**src/rtl/flm_pkg.sv**
```systemverilog
`timescale 1ns/1ps
package flm_pkg;

   typedef enum logic [2:0] {
      A_CFG     = 3'd0,
      A_RX_TRIG = 3'd1,
      A_TX_TRIG = 3'd2,
      A_FLOW_LO = 3'd3,
      A_FLOW_HI = 3'd4,
      A_RX_FILL = 3'd5,
      A_TX_FILL = 3'd6,
      A_FSTAT   = 3'd7
   } flm_addr_e;

   localparam int unsigned CFG_ENH_BIT = 0;

   // legacy receive trigger code to level
   function automatic logic [7:0] legacy_rx_level(input logic [1:0] code);
      logic [7:0] lvl;
      case (code)
         2'd0:    lvl = 8'd1;
         2'd1:    lvl = 8'd4;
         2'd2:    lvl = 8'd8;
         default: lvl = 8'd14;
      endcase
      return lvl;
   endfunction

   // legacy transmit trigger code to level
   function automatic logic [7:0] legacy_tx_level(input logic [1:0] code);
      logic [7:0] lvl;
      case (code)
         2'd0:    lvl = 8'd0;
         2'd1:    lvl = 8'd4;
         2'd2:    lvl = 8'd8;
         default: lvl = 8'd16;
      endcase
      return lvl;
   endfunction

endpackage

```
**src/rtl/flm_fill_counter.sv**
```systemverilog
`timescale 1ns/1ps
module flm_fill_counter #(
   parameter int unsigned DEPTH = 128,
   parameter int unsigned CW    = $clog2(DEPTH + 1)
) (
   input  logic          clk,
   input  logic          rst_n,
   input  logic          inc,
   input  logic          dec,
   output logic [CW-1:0] level
);

   localparam logic [CW-1:0] TOP = CW'(DEPTH);

   logic [CW-1:0] level_q;
   logic [CW-1:0] level_d;
   logic          at_top;
   logic          at_bottom;

   assign at_top    = (level_q == TOP);
   assign at_bottom = (level_q == '0);

   always_comb begin
      level_d = level_q;
      unique case ({inc, dec})
         2'b10:   if (!at_top)    level_d = level_q + CW'(1);
         2'b01:   if (!at_bottom) level_d = level_q - CW'(1);
         default: level_d = level_q;
      endcase
   end

   always_ff @(posedge clk or negedge rst_n) begin
      if (!rst_n) level_q <= '0;
      else        level_q <= level_d;
   end

   assign level = level_q;

endmodule

```
**src/rtl/flm_regs.sv**
```systemverilog
`timescale 1ns/1ps
module flm_regs
   import flm_pkg::*;
#(
   parameter int unsigned DW          = 8,
   parameter logic [DW-1:0] RST_RX_TRIG = DW'(1),
   parameter logic [DW-1:0] RST_TX_TRIG = DW'(0),
   parameter logic [DW-1:0] RST_LO      = DW'(32),
   parameter logic [DW-1:0] RST_HI      = DW'(96)
) (
   input  logic          clk,
   input  logic          rst_n,
   input  logic          wr,
   input  logic [2:0]    addr,
   input  logic [DW-1:0] wdata,
   output logic [DW-1:0] cfg_q,
   output logic [DW-1:0] rx_trig_q,
   output logic [DW-1:0] tx_trig_q,
   output logic [DW-1:0] flow_lo_q,
   output logic [DW-1:0] flow_hi_q
);

   localparam int unsigned NREG = 5;

   logic [DW-1:0] rst_val [NREG];
   logic [DW-1:0] reg_q   [NREG];

   assign rst_val[0] = '0;
   assign rst_val[1] = RST_RX_TRIG;
   assign rst_val[2] = RST_TX_TRIG;
   assign rst_val[3] = RST_LO;
   assign rst_val[4] = RST_HI;

   for (genvar i = 0; i < NREG; i++) begin : g_reg
      logic hit;
      assign hit = wr && (addr == 3'(i));
      always_ff @(posedge clk or negedge rst_n) begin
         if (!rst_n)   reg_q[i] <= rst_val[i];
         else if (hit) reg_q[i] <= wdata;
      end
   end

   assign cfg_q     = reg_q[A_CFG];
   assign rx_trig_q = reg_q[A_RX_TRIG];
   assign tx_trig_q = reg_q[A_TX_TRIG];
   assign flow_lo_q = reg_q[A_FLOW_LO];
   assign flow_hi_q = reg_q[A_FLOW_HI];

endmodule

```
**src/rtl/flm_trigger_sel.sv**
```systemverilog
`timescale 1ns/1ps
module flm_trigger_sel
   import flm_pkg::*;
#(
   parameter int unsigned DW = 8
) (
   input  logic          enh,
   input  logic [1:0]    rx_code,
   input  logic [1:0]    tx_code,
   input  logic [DW-1:0] prog_rx,
   input  logic [DW-1:0] prog_tx,
   output logic [DW-1:0] rx_lvl,
   output logic [DW-1:0] tx_lvl
);

   logic [DW-1:0] leg_rx;
   logic [DW-1:0] leg_tx;

   assign leg_rx = DW'(legacy_rx_level(rx_code));
   assign leg_tx = DW'(legacy_tx_level(tx_code));

   assign rx_lvl = enh ? prog_rx : leg_rx;
   assign tx_lvl = enh ? prog_tx : leg_tx;

endmodule

```
**src/rtl/flm_flow_ctl.sv**
```systemverilog
`timescale 1ns/1ps
module flm_flow_ctl #(
   parameter int unsigned DW = 8
) (
   input  logic          clk,
   input  logic          rst_n,
   input  logic [DW-1:0] fill,
   input  logic [DW-1:0] lo,
   input  logic [DW-1:0] hi,
   output logic          stop
);

   logic stop_q;
   logic set_c;
   logic clr_c;

   assign set_c = (fill >= hi);
   assign clr_c = (fill <= lo);

   always_ff @(posedge clk or negedge rst_n) begin
      if (!rst_n)     stop_q <= 1'b0;
      else if (set_c) stop_q <= 1'b1;
      else if (clr_c) stop_q <= 1'b0;
   end

   assign stop = stop_q;

endmodule

```
**src/rtl/fifo_level_monitor.sv**
```systemverilog
`timescale 1ns/1ps
module fifo_level_monitor
   import flm_pkg::*;
#(
   parameter int unsigned DEPTH = 128,
   parameter int unsigned DW    = 8
) (
   input  logic          clk,
   input  logic          rst_n,
   input  logic          reg_wr,
   input  logic [2:0]    reg_addr,
   input  logic [DW-1:0] reg_wdata,
   output logic [DW-1:0] reg_rdata,
   input  logic          rx_inc,
   input  logic          rx_dec,
   input  logic          tx_inc,
   input  logic          tx_dec,
   input  logic          peer_stop,
   output logic          rx_irq,
   output logic          tx_irq,
   output logic          flow_stop
);

   localparam int unsigned CW   = $clog2(DEPTH + 1);
   localparam int unsigned NDIR = 2;

   if (DEPTH < 16) begin : g_bad_depth
      $error("fifo_level_monitor: DEPTH must reach the largest legacy level");
   end
   if (CW > DW) begin : g_bad_width
      $error("fifo_level_monitor: fill count does not fit the register width");
   end

   logic [CW-1:0] fill_v [NDIR];
   logic          inc_v  [NDIR];
   logic          dec_v  [NDIR];

   assign inc_v[0] = rx_inc;
   assign dec_v[0] = rx_dec;
   assign inc_v[1] = tx_inc;
   assign dec_v[1] = tx_dec;

   for (genvar d = 0; d < NDIR; d++) begin : g_dir
      flm_fill_counter #(.DEPTH(DEPTH), .CW(CW)) u_cnt (
         .clk   (clk),
         .rst_n (rst_n),
         .inc   (inc_v[d]),
         .dec   (dec_v[d]),
         .level (fill_v[d])
      );
   end

   logic [CW-1:0] rx_fill;
   logic [CW-1:0] tx_fill;
   logic [DW-1:0] rx_fill_w;
   logic [DW-1:0] tx_fill_w;

   assign rx_fill   = fill_v[0];
   assign tx_fill   = fill_v[1];
   assign rx_fill_w = DW'(rx_fill);
   assign tx_fill_w = DW'(tx_fill);

   logic [DW-1:0] cfg_q, rx_trig_q, tx_trig_q, flow_lo_q, flow_hi_q;

   flm_regs #(.DW(DW)) u_regs (
      .clk       (clk),
      .rst_n     (rst_n),
      .wr        (reg_wr),
      .addr      (reg_addr),
      .wdata     (reg_wdata),
      .cfg_q     (cfg_q),
      .rx_trig_q (rx_trig_q),
      .tx_trig_q (tx_trig_q),
      .flow_lo_q (flow_lo_q),
      .flow_hi_q (flow_hi_q)
   );

   logic [DW-1:0] rx_lvl;
   logic [DW-1:0] tx_lvl;

   flm_trigger_sel #(.DW(DW)) u_trig (
      .enh     (cfg_q[CFG_ENH_BIT]),
      .rx_code (cfg_q[7:6]),
      .tx_code (cfg_q[5:4]),
      .prog_rx (rx_trig_q),
      .prog_tx (tx_trig_q),
      .rx_lvl  (rx_lvl),
      .tx_lvl  (tx_lvl)
   );

   flm_flow_ctl #(.DW(DW)) u_flow (
      .clk   (clk),
      .rst_n (rst_n),
      .fill  (rx_fill_w),
      .lo    (flow_lo_q),
      .hi    (flow_hi_q),
      .stop  (flow_stop)
   );

   assign rx_irq = (rx_fill_w >= rx_lvl);
   assign tx_irq = (tx_fill_w <= tx_lvl);

   always_comb begin
      unique case (flm_addr_e'(reg_addr))
         A_CFG:     reg_rdata = cfg_q;
         A_RX_TRIG: reg_rdata = rx_trig_q;
         A_TX_TRIG: reg_rdata = tx_trig_q;
         A_FLOW_LO: reg_rdata = flow_lo_q;
         A_FLOW_HI: reg_rdata = flow_hi_q;
         A_RX_FILL: reg_rdata = rx_fill_w;
         A_TX_FILL: reg_rdata = tx_fill_w;
         default:   reg_rdata = DW'({flow_stop, peer_stop});
      endcase
   end

endmodule

```
**config.mk**
```make
export PLATFORM = sky130hd
export DESIGN_NAME = fifo_level_monitor
export DESIGN_NICKNAME = d
export VERILOG_FILES = /design/src/rtl/flm_pkg.sv /design/src/rtl/flm_fill_counter.sv /design/src/rtl/flm_regs.sv /design/src/rtl/flm_trigger_sel.sv /design/src/rtl/flm_flow_ctl.sv /design/src/rtl/fifo_level_monitor.sv
export SDC_FILE = /design/constraint.sdc
export NUM_CORES = 1
export LEC_CHECK = 0
export BUFFER_PORTS_ARGS = -buffer_cell sky130_fd_sc_hd__buf_2
export CAP_MARGIN = 20
export CELL_PAD_IN_SITES_DETAIL_PLACEMENT = 1
export CELL_PAD_IN_SITES_GLOBAL_PLACEMENT = 1
export CORE_ASPECT_RATIO = 0.8
export CORE_MARGIN = 2
export CORE_UTILIZATION = 25
export DETAILED_ROUTE_END_ITERATION = 6
export HOLD_SLACK_MARGIN = 0.05
export PLACE_DENSITY_LB_ADDON = 0.1
export SKIP_LAST_GASP = 1
export SYNTH_ARGS = -nofsm -noshare
export SYNTH_HDL_FRONTEND = slang
export SYNTH_SLANG_ARGS = --single-unit
```
**constraint.sdc**
```tcl
create_clock -name clk -period 2.5 [get_ports clk]
set_input_delay 0.125 -clock clk [delete_from_list [all_inputs] [get_ports clk]]
set_output_delay 0.125 -clock clk [all_outputs]
set_load 0.02 [all_outputs]
```
---- After elaboration in Yosys (flattened, before gate mapping) ----
Index checks and enable logic that the tools add are counted.
operators by class
  add/sub/neg operators ................... 4
  multiplexer cells ....................... 13
  magnitude comparators ................... 4
  eq/ne operators ......................... 20
  reductions and logical operators ........ 15
operators by type and width
  kind                   number
  $pmux W8 S7            1
  $mux W8                6
  $pmux W8 S2            2
  $add A8 B1 Y8 const B  2
  $eq A8 B8 Y1 const B   2
  $ge A8 B8 Y1           2
  $le A8 B8 Y1           2
  $logic_not A8 Y1       2
  $sub A8 B1 Y8 const B  2
  $pmux W5 S3            1
  $pmux W4 S3            1
  $eq A3 B3 Y1 const B   3
  $eq A2 B1 Y1 const B   4
  $eq A2 B2 Y1 const B   4
  $ne A2 B2 Y1 const B   4
  $eq A3 B2 Y1 const B   2
  $reduce_and A3 Y1      2
  $reduce_bool A2 Y1     3
  $logic_and A1 B1 Y1    5
  $logic_not A2 Y1       2
  $eq A3 B1 Y1 const B   1
  $logic_not A3 Y1       1
  $mux W1                2
word-level totals
  output and inout port bits .............. 11
  register bits ........................... 57
  word-level logic and storage cells ...... 64
  input bits .............................. 19

---- Longest topological paths before layout ----
Gate-level depths: netlist of the first run.
  word-level depth ........................ 4
  depth in mapped cells ................... 9

---- Hierarchy ----
A second synthesis of the first run with hierarchy kept.
second synthesis, totals
  cells, all modules ...................... 412
  area total of the unflattened synthesis .. 4204.0 µm²
modules (own cells, without submodules)
  module              area each (µm²)  cells an instance  times used  sequential area each (µm²)
  flm_regs            1534.0           88                 1           1006.0
  flm_fill_counter    576.8            61                 2           200.2
  fifo_level_monitor  914.6            123                1           0.0
  flm_flow_ctl        429.2            53                 1           25.0
  flm_trigger_sel     172.7            26                 1           0.0

---- Worst setup path after synthesis of the first run ----
OpenSTA, ideal clock, no wires.
  path type ............................... register -> output
  from .................................... register u_regs.reg_q (netlist bit u_regs.cfg_q[0])
  to ...................................... output rx_irq
  data arrival time ....................... 1.953 ns
  slack ................................... 0.422 ns
  required time ........................... 2.375 ns
  cell stages (with the launch flop) ...... 9
  path through ............................ dfrtp_1 buf_1 o31ai_1 ha_1 nand2b_1 a21o_1 a21oi_1 o21ai_0 a221o_1
on the way
  longest elaborated chain between the ends .. 2
ends and longest elaborated chain
  element                            RTL line                   RTL
  from (decl)                        flm_regs.sv:26             logic [DW-1:0] reg_q [NREG];
  from (signal, indexed assignment)  flm_regs.sv:38             if (!rst_n) reg_q[i] <= rst_val[i];
  from (signal, indexed assignment)  flm_regs.sv:39             else if (hit) reg_q[i] <= wdata;
  $mux W8                            flm_trigger_sel.sv:22      assign rx_lvl = enh ? prog_rx : leg_rx;
  $ge A8 B8 Y1                       fifo_level_monitor.sv:100  assign rx_irq = (rx_fill_w >= rx_lvl);
  to (decl)                          fifo_level_monitor.sv:19   output logic rx_irq,
No other way between the ends.

---- Worst setup path after layout of the first run ----
Ends and elaborated chain as after synthesis.

==> results of run 1 <==
==> through the flow <==
step | power, mW | cells | TNS (ns) | utilization (%) | area (um^2)
4_1_cts | 5.26 | 666 | 0 | 29.8 | 4870
3_3_place_gp | 3.88 | 648 | 0 | 27.8 | 4540
5_1_grt | 5.76 | 668 | -0.0461 | 30.3 | 4950
2_1_floorplan | 3.13 | 403 | 0 | - | 4130
3_5_place_dp | 3.94 | 648 | 0 | 27.8 | 4540
6_report | 5.28 | 668 | 0 | 30.3 | 4950
==> placed cells by master, fill, tap and decap left out, types with 5 or more instances in the layout <==
cell and count:
dfrtp_1 50, ha_1 48, mux2_2 40, nand2_1 36, o21ai_0 30, buf_2 28, inv_1 25, a21oi_1 23
nor2_1 14, a21o_1 12, buf_4 10, o21a_1 9, clkbuf_16 9, xor2_1 8, mux4_2 7, nor2b_1 6
nor3_1 6, a211oi_1 5
==> flip-flops by register name, indices dropped and copies added (netlist names) <==
| name | count |
|---|---|
| u_flow.stop | 1 |
| g_dir.u_cnt.level | 16 |
| u_regs.flow_lo_q | 8 |
| u_regs.tx_trig_q | 8 |
| u_regs.cfg_q | 8 |
| u_regs.rx_trig_q | 8 |
| u_regs.flow_hi_q | 8 |
==> power breakdown <==
group | internal [mW] | total (mW) | switching (mW)
sequential | 1.22 | 1.62 | 0.406
combinational | 1.13 | 2.39 | 1.26
clock | 0.822 | 1.26 | 0.438
total | 3.17 | 5.28 | 2.11
==> cell families after synthesis <==
logic type | synth area share [%]
compound gates | 16.0
xor+xnor | 2.12
fa+ha+maj | 15.5
buf+inv | 4.39
flops | 34.6
mux | 15.7
simple gates | 11.7
==> final cells by class <==
type / instances / area (um^2)
Multi-Input combinational cell: 307 / 2580
Inverter: 25 / 93.8
Fill cell: 1850 / 11400
Sequential cell: 57 / 1440
Timing Repair Buffer: 43 / 269
Clock inverter: 3 / 40.0
Clock buffer: 13 / 260
Tap cell: 220 / 275
==> per-layer routing <==
layer / GRT usage, % / routed length (um)
met1: 24.9 / 7380
met4: 4.69 / 174
met3: 3.68 / 343
met5: 0 / 0
met2: 21.1 / 5090
==> timing repair <==
item,in CTS,in global routing
setup endpoints to repair,1,2
endpoints found under the hold margin,13,0
resized for setup,3,16
hold buffers,2,0
buffers inserted,0,2
pin swaps,0,6
==> synth_stat cells, types with 3 or more instances <==
cell      number  area, um^2
dfstp_2        4         105
nand2_1       36         135
and3_1         3        18.8
o21a_1         9        67.6
ha_1          48         601
o21bai_1       4        30.0
mux4_2         7         158
o21ai_0       31         155
buf_6          3        33.8
mux2i_1        4        40.0
buf_2          7        35.0
inv_1         25        93.8
a21o_1        12        90.1
a22oi_1        4        30.0
nor2_1        14        52.6
nand4_1        3        18.8
nor4_1         4        25.0
xor2_1         8        70.1
a211oi_1       5        37.5
mux2_2        40         450
dfrtp_1       53        1330
a21oi_1       24         120
nor2b_1        7        43.8
nor3_1         6        30.0
nand3_1        4        20.0
==> tightest hold or removal path, stage by stage <==
cell     delay, ns
buf_2         0.13
nand2_1       0.05
o21ai_0       0.07
==> path summary, 6_finish.rpt <==
kind / from / endpoint / depth (start not counted)
max in group asynchronous: rst_n / u_regs.flow_lo_q[5] / 3
setup reg to reg: g_dir[0].u_cnt.level[1] / g_dir[0].u_cnt.level[7] / 6
setup / recovery: u_regs.cfg_q[0] / rx_irq / 9
hold / removal: reg_wdata[5] / u_regs.flow_hi_q[5] / 3
hold reg to reg: u_regs.cfg_q[3] / u_regs.cfg_q[3] / 1
min in group asynchronous: rst_n / g_dir[1].u_cnt.level[1] / 2
==> summary.txt, run 1 <==
Yosys
  – Syn Nets: 472
  – Yosys Warn Count: 0
  – Post-Syn Area: 4130 um^2
  – Post-synthesis register bit count: 57
  – Syn Inst Count: 403
  – Post-synth ARST share: 100%
  – Unique masters post-synth: 50
  – EDFF count, synth: 0
  – Part of the Yosys area used for sequential elements: 34.6%
  – Syn Area/Cell: 10.3 um^2
  – Ys flop type: dfrtp_1

Drt
  – WL/cell: 19.4 um
  – Vias per inst: 4.88
  – Drt total wl: 13.0 mm
  – Final ANT Viol Nets: 0
  – Via count: 3262
  – Pre-antenna DRT Iters: 4
  – DRC viols: 0
  – DRC marker count from the first detailed-route iteration: 116

Finish
  – Nets: 512
  – ANT cells: 0
  – Area Growth Syn to Fin: 19.8%
  – Fraction of layout cells with a size suffix above 1: 28.3%

Placement
  – PortBufs: 29
  – Post-DP HPWL: 10.1 mm
  – Post-Place Worst Slack: 0.344 ns
  – Routability Congestion: 0.761

Worst setup path
  – Worst path required time: 2.38 ns
  – Critical path startpoint category: flop
  – Crit path kind: reg2out
  – FF-to-FF setup slack: 0.45 ns
  – Worst Path Max Fanout: 8
  – Slowest cell on crit path: dfrtp_2
  – Setup crit end kind: output port
  – Top delay family on crit path: compound AO/OA/AOI/OAI gates
  – WP buf/inv: 2
  – CP peak stage delay: 0.44 ns
  – Most numerous cell on the critical path: buf_6
  – Arr. time, crit path: 2.28 ns
  – CP Cell Sequence: buf_6, nor2b_4, a22oi_2, ha_1, a21o_1, a21oi_2, o21ai_2, a221o_1, buf_6

Worst hold path
  – Hold Crit Class: in2reg

STA
  – WHS: 0.0574 ns
  – Worst clock skew: 0.00682 ns
  – Max_slew headroom: 55.3%
  – Post-route setup slack: 0.0936 ns
  – Max Slew Vio Count: 0
  – Period minus WS final: 2.41 ns
  – Final setup viols: 0
  – Unrepaired setup endpoints after global routing: true
  – Achievable Freq: 0.416 GHz
  – Final hold violation count: 0
  – Worst slew pin tran: 0.671 ns
  – Fin crit share: 96.3%

Floorplanning
  – Die height: 119 um
  – Die width: 148 um
  – Die area: 17600 um^2
  – Total core area: 16300 um^2
  – Row count: 42
  – Initial Util: 25.3%
  – I/O pin count: 30

Pwr
  – P_leak: 2.22 nW
  – Power density over the cells: 1070 nW/um^2
  – VDD IR max: 0.000327 V

CTS
  – CTS Root Cell: clkbuf_16
  – Clock sinks: 57
  – CTS clk-pin slew, worst paths: 0.05 ns
  – Htree depth: 3
  – Clock Latency Late Sink: 0.34 ns
  – Max Root-Sink Buffers: 2
  – CTS tree: done
  – Clock buffer count from CTS: 9

Flow run
  – MaxCap Viol Count: 0

GRT
  – Total GRT Usage: 15.9%
  – Number of global-route vias before repair: 3409
  – Initial antenna violation count: 0
  – Largest net degree at the start of global routing: 27
  – Remaining Overflow, GRT: 0
  – First-pass GRT wire length: 20.7 mm

Run status
  – Status: finished, final reports clean
Power figures use the tool's default switching activity.
==> inputs of run 2 (changes only) <==
Settings changed: REMOVE_ABC_BUFFERS set to 1.
==> run 2 against run 1 <==
Against the previous run: global-route usage decreased by 0.25 points; fmax increased by 0.46%; via count decreased by 1.6%; largest power group unchanged; sequential power about the same; sequential share of layout area about the same; worst setup slack improved by 0.011 ns; clock power increased by 15%.
==> summary.txt, run 2 (synthesis gave the netlist of run 1 again) <==
Floorplanning
  – I/O pin count: 30 (unchanged)
  – Row count: 42 (unchanged)
  – Initial Util: 25.3% (unchanged)
  – Die area: 17600 um^2 (unchanged)
  – Total core area: 16300 um^2 (unchanged)
  – Die width: 148 um (unchanged)
  – Die height: 119 um (unchanged)

Worst setup path
  – Crit path kind: reg2out
  – Arr. time, crit path: 2.27 ns (about the same)
  – Worst path required time: 2.38 ns (about the same)
  – Register-to-Register Path Depth: 6 (unchanged)
  – Setup crit end kind: output port
  – FF-to-FF setup slack: 0.45 ns (about the same)
  – R2r endpoint: u_flow.stop
  – FF-to-FF Start: u_regs.flow_hi_q[6]
  – Worst Path Max Fanout: 4 (-4)
  – Critical path startpoint category: flop

GRT
  – Remaining Overflow, GRT: 0 (unchanged)
  – First-pass GRT wire length: 20.6 mm (-0.47%)
  – Largest net degree at the start of global routing: 58 (+110%)
  – Initial antenna violation count: 0 (unchanged)
  – Total GRT Usage: 15.6% (-0.25 points)
  – Number of global-route vias before repair: 3430 (+0.62%)

Finish
  – Nets: 510 (-0.39%)
  – Fillers: 1850 (unchanged)
  – Post-Layout Cell Count: 666 (-0.30%)
  – ANT cells: 0 (unchanged)
  – Fraction of layout cells with a size suffix above 1: 27.8% (-0.55 points)
  – Most frequent cells in the layout: 51 x dfrtp_1, 48 x ha_1, 40 x mux2_2
  – Most common cell after layout, fill and taps aside: dfrtp_1
  – Footprint of the multi-input gates: 2550 um^2 (-0.97%)
  – Max reg flops: 16 (unchanged)
  – Area Growth Syn to Fin: 19.7% (about the same)
  – Reg area: 1430 um^2 (about the same)

Placement
  – Routability Congestion: 0.756 (-0.66%)
  – Post-Place Worst Slack: 0.357 ns (+0.0133 ns)
  – PortBufs: 29 (unchanged)
  – Post-DP HPWL: 9.85 mm (-2.3%)
  – Dpl cells: 649 (+0.15%)

CTS
  – Clock sinks: 57 (unchanged)
  – CTS Root Cell: clkbuf_16
  – Htree depth: 3 (unchanged)
  – Max Root-Sink Buffers: 2 (unchanged)
  – CTS tree: done
  – Clock buffer count from CTS: 9 (unchanged)
  – Clock Latency Late Sink: 0.33 ns (about the same)
  – CTS clk-pin slew, worst paths: 0.06 ns (about the same)
  – Post-CTS setup buffers: 0 (unchanged)

Pwr
  – Sequential share of power: 29.9% (-0.9 points)
  – Net Sw Frac: 38.8% (-1.1 points)
  – Comb pwr share: 43.3% (-2.1 points)
  – Net switching power: 2.10 mW (-0.18%)
  – P_int: 3.31 mW (+4.6%)
  – VDD IR max: 0.000379 V (+16%)
  – Clock share of power: 26.8% (+2.9 points)
  – P_leak: 2.22 nW (about the same)
  – Power density over the cells: 1100 nW/um^2 (+2.7%)

Worst hold path
  – Hold Crit Class: in2reg
  – Hold EP: u_regs.flow_hi_q[5]
  – Hold Crit Depth: 3 (unchanged)
  – Worst hold start: reg_wdata[5]

STA
  – Final hold violation count: 0 (unchanged)
  – Max_slew headroom: 46.0% (-9.3 points)
  – Max Slew Vio Count: 0 (unchanged)
  – Unrepaired setup endpoints after global routing: true
  – Worst clock skew: 0.00809 ns (+0.00127 ns)
  – Post-route setup slack: 0.105 ns (+0.0109 ns)
  – Fin crit share: 95.8% (-0.44 points)
  – Achievable Freq: 0.417 GHz (+0.46%)
  – Period minus WS final: 2.40 ns (-0.0109 ns)
  – Final setup viols: 0 (unchanged)
  – Worst slew pin tran: 0.810 ns (+0.139 ns)
  – WHS: 0.0632 ns (+0.00580 ns)

Drt
  – Via count: 3211 (-1.6%)
  – WL/cell: 19.3 um (-0.83%)
  – Vias per inst: 4.82 (-1.3%)
  – Pre-antenna DRT Iters: 4 (unchanged)
  – Drt total wl: 12.8 mm (-1.1%)
  – DRC viols: 0 (unchanged)
  – Final ANT Viol Nets: 0 (unchanged)
  – DRC marker count from the first detailed-route iteration: 122 (+5.2%)

Run status
  – Status: finished, final reports clean

Flow run
  – MaxCap Viol Count: 0 (unchanged)
## run 2: cell count changes in the layout (fill, tap and decap cells not counted), sizes merged
cell	delta
bufinv	+2
clkinv	+1
dlygate4sd3	-1
clkbuf	-3
buf	-1
## run 2: worst max-delay path by stage
stage / startpoint / endpoint / slack (ns) / depth (start not counted)
floorplan: u_regs.cfg_q[0] / rx_irq / 0.41 / 7
global placement: rx_inc / g_dir[0].u_cnt.level[5] / 0.37 / 9
detailed placement: tx_inc / g_dir[1].u_cnt.level[7] / 0.36 / 9
CTS: u_regs.cfg_q[0] / tx_irq / 0.02 / 10
global route: u_regs.cfg_q[0] / rx_irq / -0.02 / 8
finish: u_regs.cfg_q[0] / rx_irq / 0.10 / 8
## run 2: metrics by stage
stage | instance area (um^2) | power, mW | setup TNS, ns | utilization, %
floorplan | 4040 | 3.10 | 0 | -
global placement | 4550 | 3.92 | 0 | 27.8
detailed placement | 4550 | 3.95 | 0 | 27.8
CTS | 4910 | 5.46 | 0 | 30.0
global route | 4950 | 5.90 | -0.0213 | 30.3
finish | 4950 | 5.42 | 0 | 30.3
## run 2: area by class of cell
type | instances | share of cell area, %
Clock inverter | 6 | 2.12
Clock buffer | 10 | 4.83
Multi-Input combinational cell | 307 | 51.6
Timing Repair Buffer | 41 | 5.01
Tap cell | 220 | 5.57
Inverter | 25 | 1.90
Sequential cell | 57 | 29.0
## run 2: power by group through the flow
stage	Clock (mW)	Combinational [mW]	Sequential, mW
global route	1.53	2.69	1.68
CTS	1.50	2.35	1.62
detailed placement	0	2.32	1.63
finish	1.45	2.35	1.62
floorplan	0	1.61	1.49
global placement	0	2.29	1.62
## run 2: timing repair
| item | CTS | global route |
|---|---|---|
| hold endpoints to repair | 53 | 0 |
| hold buffers | 1 | 0 |
| setup endpoints to repair | 1 | 2 |
| gates resized for setup | 2 | 11 |
| pin swaps | 0 | 3 |
## run 2: worst max-delay path, cell delays in order (launching register included)
cell and delay (ns):
dfrtp_2 0.45, o31ai_4 0.25, ha_1 0.25, nand2b_1 0.14, a21o_1 0.18, a21oi_2 0.12, o21ai_1 0.09, a221o_1 0.30
buf_4 0.16
## run 2: per-layer routing
layer,routed length [um],part of all wire [%],global-route usage [%]
met2,5120,40,21.5
met3,410,3.2,3.68
met4,72,0.56,3.25
met5,0,0,0
met1,7240,56,24.4
